### src/rtl/mm_index_seq.sv
module mm_index_seq #(
  parameter int DIM_W     = 7,
  parameter int IDX_W     = 7,
  parameter int MAX_STEPS = 127
) (
  input  logic             clk,
  input  logic             rst_n,
  input  logic             start,
  input  logic             order_sel,
  input  logic [DIM_W-1:0] dim_a,
  input  logic [DIM_W-1:0] dim_b,
  input  logic [DIM_W-1:0] dim_c,
  input  logic             ready,
  output logic             valid,
  output logic             done,
  output logic             rejected,
  output logic [IDX_W-1:0] x_idx,
  output logic [IDX_W-1:0] y_idx,
  output logic [IDX_W-1:0] z_idx
);
  localparam int PROD_W = 3 * DIM_W;
  localparam logic [DIM_W-1:0]  D1 = DIM_W'(1);
  localparam logic [IDX_W-1:0]  I1 = IDX_W'(1);
  localparam logic [PROD_W-1:0] LIMIT = PROD_W'(MAX_STEPS);

  logic             busy, ord_q, zero_q, rej_q;
  logic [DIM_W-1:0] na, nb, nc, ci, cj, ck;
  logic [IDX_W-1:0] x, y, z, xb, yb;

  logic [PROD_W-1:0] total;
  logic cfg_zero, cfg_big, last_i, last_j, last_k, last;

  assign total    = PROD_W'(dim_a) * PROD_W'(dim_b) * PROD_W'(dim_c);
  assign cfg_zero = (dim_a == '0) || (dim_b == '0) || (dim_c == '0);
  assign cfg_big  = total > LIMIT;

  assign last_i = ci == na - D1;
  assign last_j = cj == nb - D1;
  assign last_k = ck == nc - D1;
  assign last   = last_i && last_j && last_k;

  assign valid    = busy;
  assign done     = (busy && last) || zero_q;
  assign rejected = rej_q;
  assign x_idx    = x;
  assign y_idx    = y;
  assign z_idx    = z;

  always_ff @(posedge clk or negedge rst_n) begin
    if (!rst_n) begin
      busy <= 1'b0; ord_q <= 1'b0; zero_q <= 1'b0; rej_q <= 1'b0;
      na <= '0; nb <= '0; nc <= '0;
      ci <= '0; cj <= '0; ck <= '0;
      x <= '0; y <= '0; z <= '0; xb <= '0; yb <= '0;
    end else begin
      zero_q <= 1'b0;
      rej_q  <= 1'b0;
      if (!busy) begin
        if (start) begin
          na <= dim_a; nb <= dim_b; nc <= dim_c; ord_q <= order_sel;
          ci <= '0; cj <= '0; ck <= '0;
          x <= '0; y <= '0; z <= '0; xb <= '0; yb <= '0;
          if (cfg_zero)     zero_q <= 1'b1;
          else if (cfg_big) rej_q  <= 1'b1;
          else              busy   <= 1'b1;
        end
      end else if (ready) begin
        if (last) begin
          busy <= 1'b0;
        end else if (!ord_q) begin
          if (!last_j) begin
            cj <= cj + D1;
            x  <= x + I1;
            y  <= y + IDX_W'(nc);
          end else if (!last_k) begin
            cj <= '0;
            ck <= ck + D1;
            x  <= xb;
            y  <= IDX_W'(ck) + I1;
            z  <= z + I1;
          end else begin
            cj <= '0;
            ck <= '0;
            ci <= ci + D1;
            xb <= xb + IDX_W'(nb);
            x  <= xb + IDX_W'(nb);
            y  <= '0;
            z  <= z + I1;
          end
        end else begin
          if (!last_k) begin
            ck <= ck + D1;
            y  <= y + I1;
            z  <= z + I1;
          end else if (!last_i) begin
            ck <= '0;
            ci <= ci + D1;
            x  <= x + IDX_W'(nb);
            y  <= yb;
            z  <= z + I1;
          end else begin
            ck <= '0;
            ci <= '0;
            cj <= cj + D1;
            x  <= IDX_W'(cj) + I1;
            yb <= yb + IDX_W'(nc);
            y  <= yb + IDX_W'(nc);
            z  <= '0;
          end
        end
      end
    end
  end


  stall_hold_chk: assert property (@(posedge clk) disable iff (!rst_n)
    busy && !ready |=> busy && $stable(x) && $stable(y) && $stable(z));


  rotate_z_chk: assert property (@(posedge clk) disable iff (!rst_n)
    busy && ready && ord_q && !last && (na != D1 || nc != D1) |=> z != $past(z));


  conv_z_hold_chk: assert property (@(posedge clk) disable iff (!rst_n)
    busy && ready && !ord_q && !last_j |=> busy && z == $past(z));


  last_exit_chk: assert property (@(posedge clk) disable iff (!rst_n)
    busy && ready && last |=> !valid && !done);


  empty_quiet_chk: assert property (@(posedge clk) disable iff (!rst_n)
    zero_q |-> !busy && !rej_q);


  reject_quiet_chk: assert property (@(posedge clk) disable iff (!rst_n)
    rej_q |-> !valid && !done);


  busy_start_chk: assert property (@(posedge clk) disable iff (!rst_n)
    busy && !ready |=> $stable(na) && $stable(nb) && $stable(nc) && $stable(ord_q));
endmodule

### config.mk
export PLATFORM = sky130hd
export DESIGN_NAME = mm_index_seq
export DESIGN_NICKNAME = d
export VERILOG_FILES = /design/src/rtl/mm_index_seq.sv
export SDC_FILE = /design/constraint.sdc
export NUM_CORES = 1
export LEC_CHECK = 0
export ABC_CLOCK_PERIOD_IN_PS = 3000
export BUFFER_PORTS_ARGS = -buffer_cell sky130_fd_sc_hd__buf_2
export CORE_UTILIZATION = 58
export CTS_CLUSTER_DIAMETER = 200
export CTS_CLUSTER_SIZE = 20
export DETAILED_ROUTE_END_ITERATION = 10
export PLACE_DENSITY = 0.9
export SYNTH_ARGS = -nofsm -noshare
export SYNTH_HDL_FRONTEND = slang
export SYNTH_SLANG_ARGS = --single-unit
### constraint.sdc
create_clock -name clk -period 3 [get_ports clk]
set_input_delay 0.15 -clock clk [delete_from_list [all_inputs] [get_ports clk]]
set_output_delay 0.15 -clock clk [all_outputs]
set_load 0.02 [all_outputs]
==> impl_metrics.xml <==
<?xml version="1.0" encoding="UTF-8"?>
<metrics>
  <group name="setup_path">
    <metric name="cp_slowest_stage_delay" unit="ps">720</metric>
    <metric name="worstSetupEndpointType" unit="">flip-flop</metric>
    <metric name="path_common_cell" unit="">sky130_fd_sc_hd__fa_1</metric>
    <metric name="data_arrival_critical_path" unit="ps">8340</metric>
    <metric name="critical_path.startpoint" unit="">dim_a[2]</metric>
    <metric name="timing.critical_path.slowest_stage_cell" unit="">sky130_fd_sc_hd__xnor2_1</metric>
    <metric name="worstReg2RegStart" unit="">nb[0]</metric>
    <metric name="path_max_fanout" unit="">7</metric>
    <metric name="critical_path_class" unit="">in -&gt; reg</metric>
    <metric name="worst_setup_path_start_kind" unit="">primary input</metric>
    <metric name="timing.critical_path.required" unit="ps">3300</metric>
  </group>
  <group name="routing">
    <metric name="dr.pass1.iters" unit="">5</metric>
    <metric name="drtAntennaViolNets" unit="">0</metric>
    <metric name="dr_total_vias" unit="">11233</metric>
    <metric name="drt_iter0_drc" unit="">1151</metric>
    <metric name="route.detailed.wl_per_inst" unit="µm">21.8</metric>
    <metric name="totalWireLength" unit="mm">36.7</metric>
    <metric name="route.detailed.vias_per_inst" unit="">6.66</metric>
    <metric name="drc" unit="">0</metric>
  </group>
  <group name="yosys">
    <metric name="synth.lib_cells_used.distinct" unit="">70</metric>
    <metric name="synth_area_leaders" unit="">sky130_fd_sc_hd__dfrtp_1 (19%), sky130_fd_sc_hd__fa_1 (16%), sky130_fd_sc_hd__ha_1 (12%)</metric>
    <metric name="synth-compound-area-share" unit="">0.166</metric>
    <metric name="syn_inst" unit="">1256</metric>
    <metric name="synth-edff-count" unit="">0</metric>
    <metric name="synth_area_leader_cell" unit="">sky130_fd_sc_hd__dfrtp_1</metric>
    <metric name="synth_seq_area_share" unit="">0.190</metric>
    <metric name="synth_seq_cells" unit="">81</metric>
    <metric name="synth_area_in_adders" unit="">0.286</metric>
    <metric name="synth.area.mux_share" unit="">0.0146</metric>
    <metric name="post_synth.cell_area_avg" unit="µm²">8.49</metric>
    <metric name="synthDominantCellAreaShare" unit="">0.190</metric>
    <metric name="async_reset_ff_frac" unit="">1.00</metric>
    <metric name="synth-main-ff-cell" unit="">sky130_fd_sc_hd__dfrtp_1</metric>
    <metric name="synth_xor_xnor_area_share" unit="">0.0564</metric>
    <metric name="syn_nets" unit="">1473</metric>
    <metric name="ys.warnings.count" unit="">0</metric>
    <metric name="synth-simple-area-share" unit="">0.228</metric>
    <metric name="synth_area" unit="µm²">10700</metric>
    <metric name="dominant_combinational_cell_family_by_area_after_synthesis" unit="">adder cells</metric>
  </group>
  <group name="global_routing">
    <metric name="maximum_number_of_pins_on_one_net_before_global_route_repair" unit="">82</metric>
    <metric name="number_of_antenna_violations_at_the_first_check_in_global_routing" unit="">2</metric>
    <metric name="overflow" unit="">0</metric>
    <metric name="vias_in_the_first_global_route" unit="">10890</metric>
    <metric name="grt_pass1_wl" unit="mm">53.9</metric>
    <metric name="gr-usage-all-layers" unit="">0.368</metric>
  </group>
  <group name="timing">
    <metric name="final-hold-violation-count" unit="">45</metric>
    <metric name="grt_setup_unrepaired" unit="">yes</metric>
    <metric name="post-route-period-util" unit="">2.68</metric>
    <metric name="final.setup_skew" unit="ps">13.1</metric>
    <metric name="slew_headroom" unit="">0.314</metric>
    <metric name="fin_crit" unit="ps">8040</metric>
    <metric name="max_freq" unit="MHz">124</metric>
    <metric name="setup-violations-final" unit="">5</metric>
    <metric name="totalNegativeSetupSlack" unit="ps">-10080</metric>
    <metric name="transition_time_at_the_pin_with_the_least_slew_margin" unit="ps">1030</metric>
    <metric name="timing_max_transition_violations_final" unit="">0</metric>
    <metric name="fin_hold_ws" unit="ps">-30.4</metric>
    <metric name="setup_ws" unit="ps">-5040</metric>
  </group>
  <group name="cts">
    <metric name="cts_buffer_depth" unit="">2</metric>
    <metric name="tritoncts_num_sinks" unit="">81</metric>
    <metric name="cts_tree" unit="">yes</metric>
    <metric name="cts_root_buf" unit="">sky130_fd_sc_hd__clkbuf_16</metric>
    <metric name="numCtsBuffers" unit="">9</metric>
    <metric name="cts_max_level" unit="">3</metric>
    <metric name="path_clk_slew" unit="ps">70</metric>
    <metric name="ctsHoldBuffers" unit="">0</metric>
    <metric name="clock_latency_at_the_later_pin_of_the_worst_skew_pair" unit="ps">360</metric>
  </group>
  <group name="placed_design">
    <metric name="port_buffers" unit="">49</metric>
    <metric name="last_weighted_congestion_value_of_the_routability_driven_placer" unit="">0.956</metric>
    <metric name="hpwl_after_dpl" unit="mm">23.5</metric>
    <metric name="dpl-instance-area" unit="µm²">12400</metric>
  </group>
  <group name="outcome">
    <metric name="status" unit="">finished with violations</metric>
    <metric name="violated_checks" unit="">negative hold slack, negative setup slack</metric>
  </group>
  <group name="layout">
    <metric name="most-common-layout-cells" unit="">sky130_fd_sc_hd__buf_4 (173), sky130_fd_sc_hd__nand2_1 (134), sky130_fd_sc_hd__inv_1 (107)</metric>
    <metric name="post-route-util" unit="">0.744</metric>
    <metric name="fillerInstances" unit="">1071</metric>
    <metric name="area_delta_synth_final" unit="%">25.4</metric>
    <metric name="finish.net_count" unit="">1669</metric>
    <metric name="mostFrequentLayoutCell" unit="">sky130_fd_sc_hd__buf_4</metric>
    <metric name="finalInstanceArea" unit="µm²">13400</metric>
    <metric name="antenna_cells" unit="">0</metric>
    <metric name="final_layout_size_suffix_gt1_frac" unit="">0.242</metric>
  </group>
  <group name="flow_run">
    <metric name="cap_viol_max_count" unit="">0</metric>
  </group>
  <group name="floorplan">
    <metric name="io_pins" unit="">50</metric>
    <metric name="fp.coreArea" unit="µm²">18000</metric>
    <metric name="die_width" unit="µm">138</metric>
    <metric name="placement_rows" unit="">49</metric>
    <metric name="design.die.area" unit="µm²">18900</metric>
    <metric name="die-height" unit="µm">138</metric>
    <metric name="effective_utilization_at_floorplan" unit="">0.593</metric>
  </group>
  <group name="hold_path">
    <metric name="hold_class" unit="">in -&gt; async</metric>
  </group>
</metrics>
==> logic make-up after synthesis <==
kind of cell             after synthesis
multiplexers                          15
flip-flops                            81
XOR/XNOR                              67
adder cells (fa/ha/maj)              191
buffers and inverters                166
AO/OA/AOI/OAI                        267
AND/OR/NAND/NOR                      469
==> what timing repair did <==
item                                   CTS  global route
pin swaps                               17            33
setup buffers                           11            11
gates cloned                             0             2
endpoints found under the hold margin    0             0
resized for setup                       42            80
setup endpoints to repair               43            50
==> final timing paths <==
check                           end  slack [ps]  depth (start not counted)
max                           valid       -5040                         28
min                        x_idx[1]         -30                          1
max reg2reg                   cj[0]         -10                         11
min reg2reg                z_idx[6]         480                          1
max in group asynchronous     na[2]        2290                          1
min in group clk              ord_q          20                          3
==> registers in the layout (all words and copies together), names as in the netlist <==
name,cells
ci,7
cj,7
ck,7
na,7
nb,7
nc,7
ord_q,1
rejected,1
valid,1
x_idx,7
xb,7
y_idx,7
yb,7
z_idx,7
zero_q,1
==> critical path: cells and delay by family <==
family | cells | cell delay [ps]
buffers and inverters | 7 | 710
XOR/XNOR | 1 | 720
AO/OA/AOI/OAI | 4 | 780
adder cells (fa/ha/maj) | 10 | 4500
AND/OR/NAND/NOR | 6 | 1470
==> layer usage <==
metal,up-vias,global-route usage,share of wire
met5,-,0,0.00049
met3,319,0.0935,0.095
met4,4,0.250,0.087
li1,4707,-,-
met2,920,0.607,0.47
met1,5283,0.418,0.34
==> area by class of cell <==
type	instances	area, µm²	share of cell area
Clock buffer	11	243	0.0182
Clock inverter	5	55.1	0.00412
Inverter	117	439	0.0329
Multi-Input combinational cell	1009	8550	0.640
Sequential cell	81	2030	0.152
Tap cell	229	287	0.0214
Timing Repair Buffer	234	1760	0.132
==> synth_stat cells, types with 5 or more instances <==
library cell,count
sky130_fd_sc_hd__nor3_1,30
sky130_fd_sc_hd__fa_1,87
sky130_fd_sc_hd__and2_1,91
sky130_fd_sc_hd__nand2_1,137
sky130_fd_sc_hd__xnor2_1,44
sky130_fd_sc_hd__nand4_1,9
sky130_fd_sc_hd__o22ai_1,5
sky130_fd_sc_hd__nand3_1,39
sky130_fd_sc_hd__nor4_1,6
sky130_fd_sc_hd__a22o_1,6
sky130_fd_sc_hd__or3_1,8
sky130_fd_sc_hd__o21bai_1,11
sky130_fd_sc_hd__nor2b_1,28
sky130_fd_sc_hd__o21ai_0,74
sky130_fd_sc_hd__nand2b_1,22
sky130_fd_sc_hd__dfrtp_1,81
sky130_fd_sc_hd__nand4b_1,5
sky130_fd_sc_hd__clkbuf_1,43
sky130_fd_sc_hd__a21o_1,18
sky130_fd_sc_hd__a21oi_1,46
sky130_fd_sc_hd__o211a_1,6
sky130_fd_sc_hd__a211o_1,5
sky130_fd_sc_hd__mux2i_1,11
sky130_fd_sc_hd__xor2_1,22
sky130_fd_sc_hd__a31oi_1,15
sky130_fd_sc_hd__o211ai_1,15
sky130_fd_sc_hd__o21a_1,5
sky130_fd_sc_hd__a221oi_1,6
sky130_fd_sc_hd__inv_1,117
sky130_fd_sc_hd__nor2_1,50
sky130_fd_sc_hd__ha_1,104
sky130_fd_sc_hd__or4_1,7
sky130_fd_sc_hd__and3_1,18
sky130_fd_sc_hd__o31ai_1,18
==> stage by stage <==
stage	worst slack [ps]	instances
final	-5040	1686
after detailed placement	-5250	1646
after global placement	-4900	1646
after global routing	-5210	1686
after floorplan	-4600	1256
after CTS	-4580	1673
Power is not shown: default switching activity piles up to over one toggle a cycle in this logic, so the estimate is an artifact.
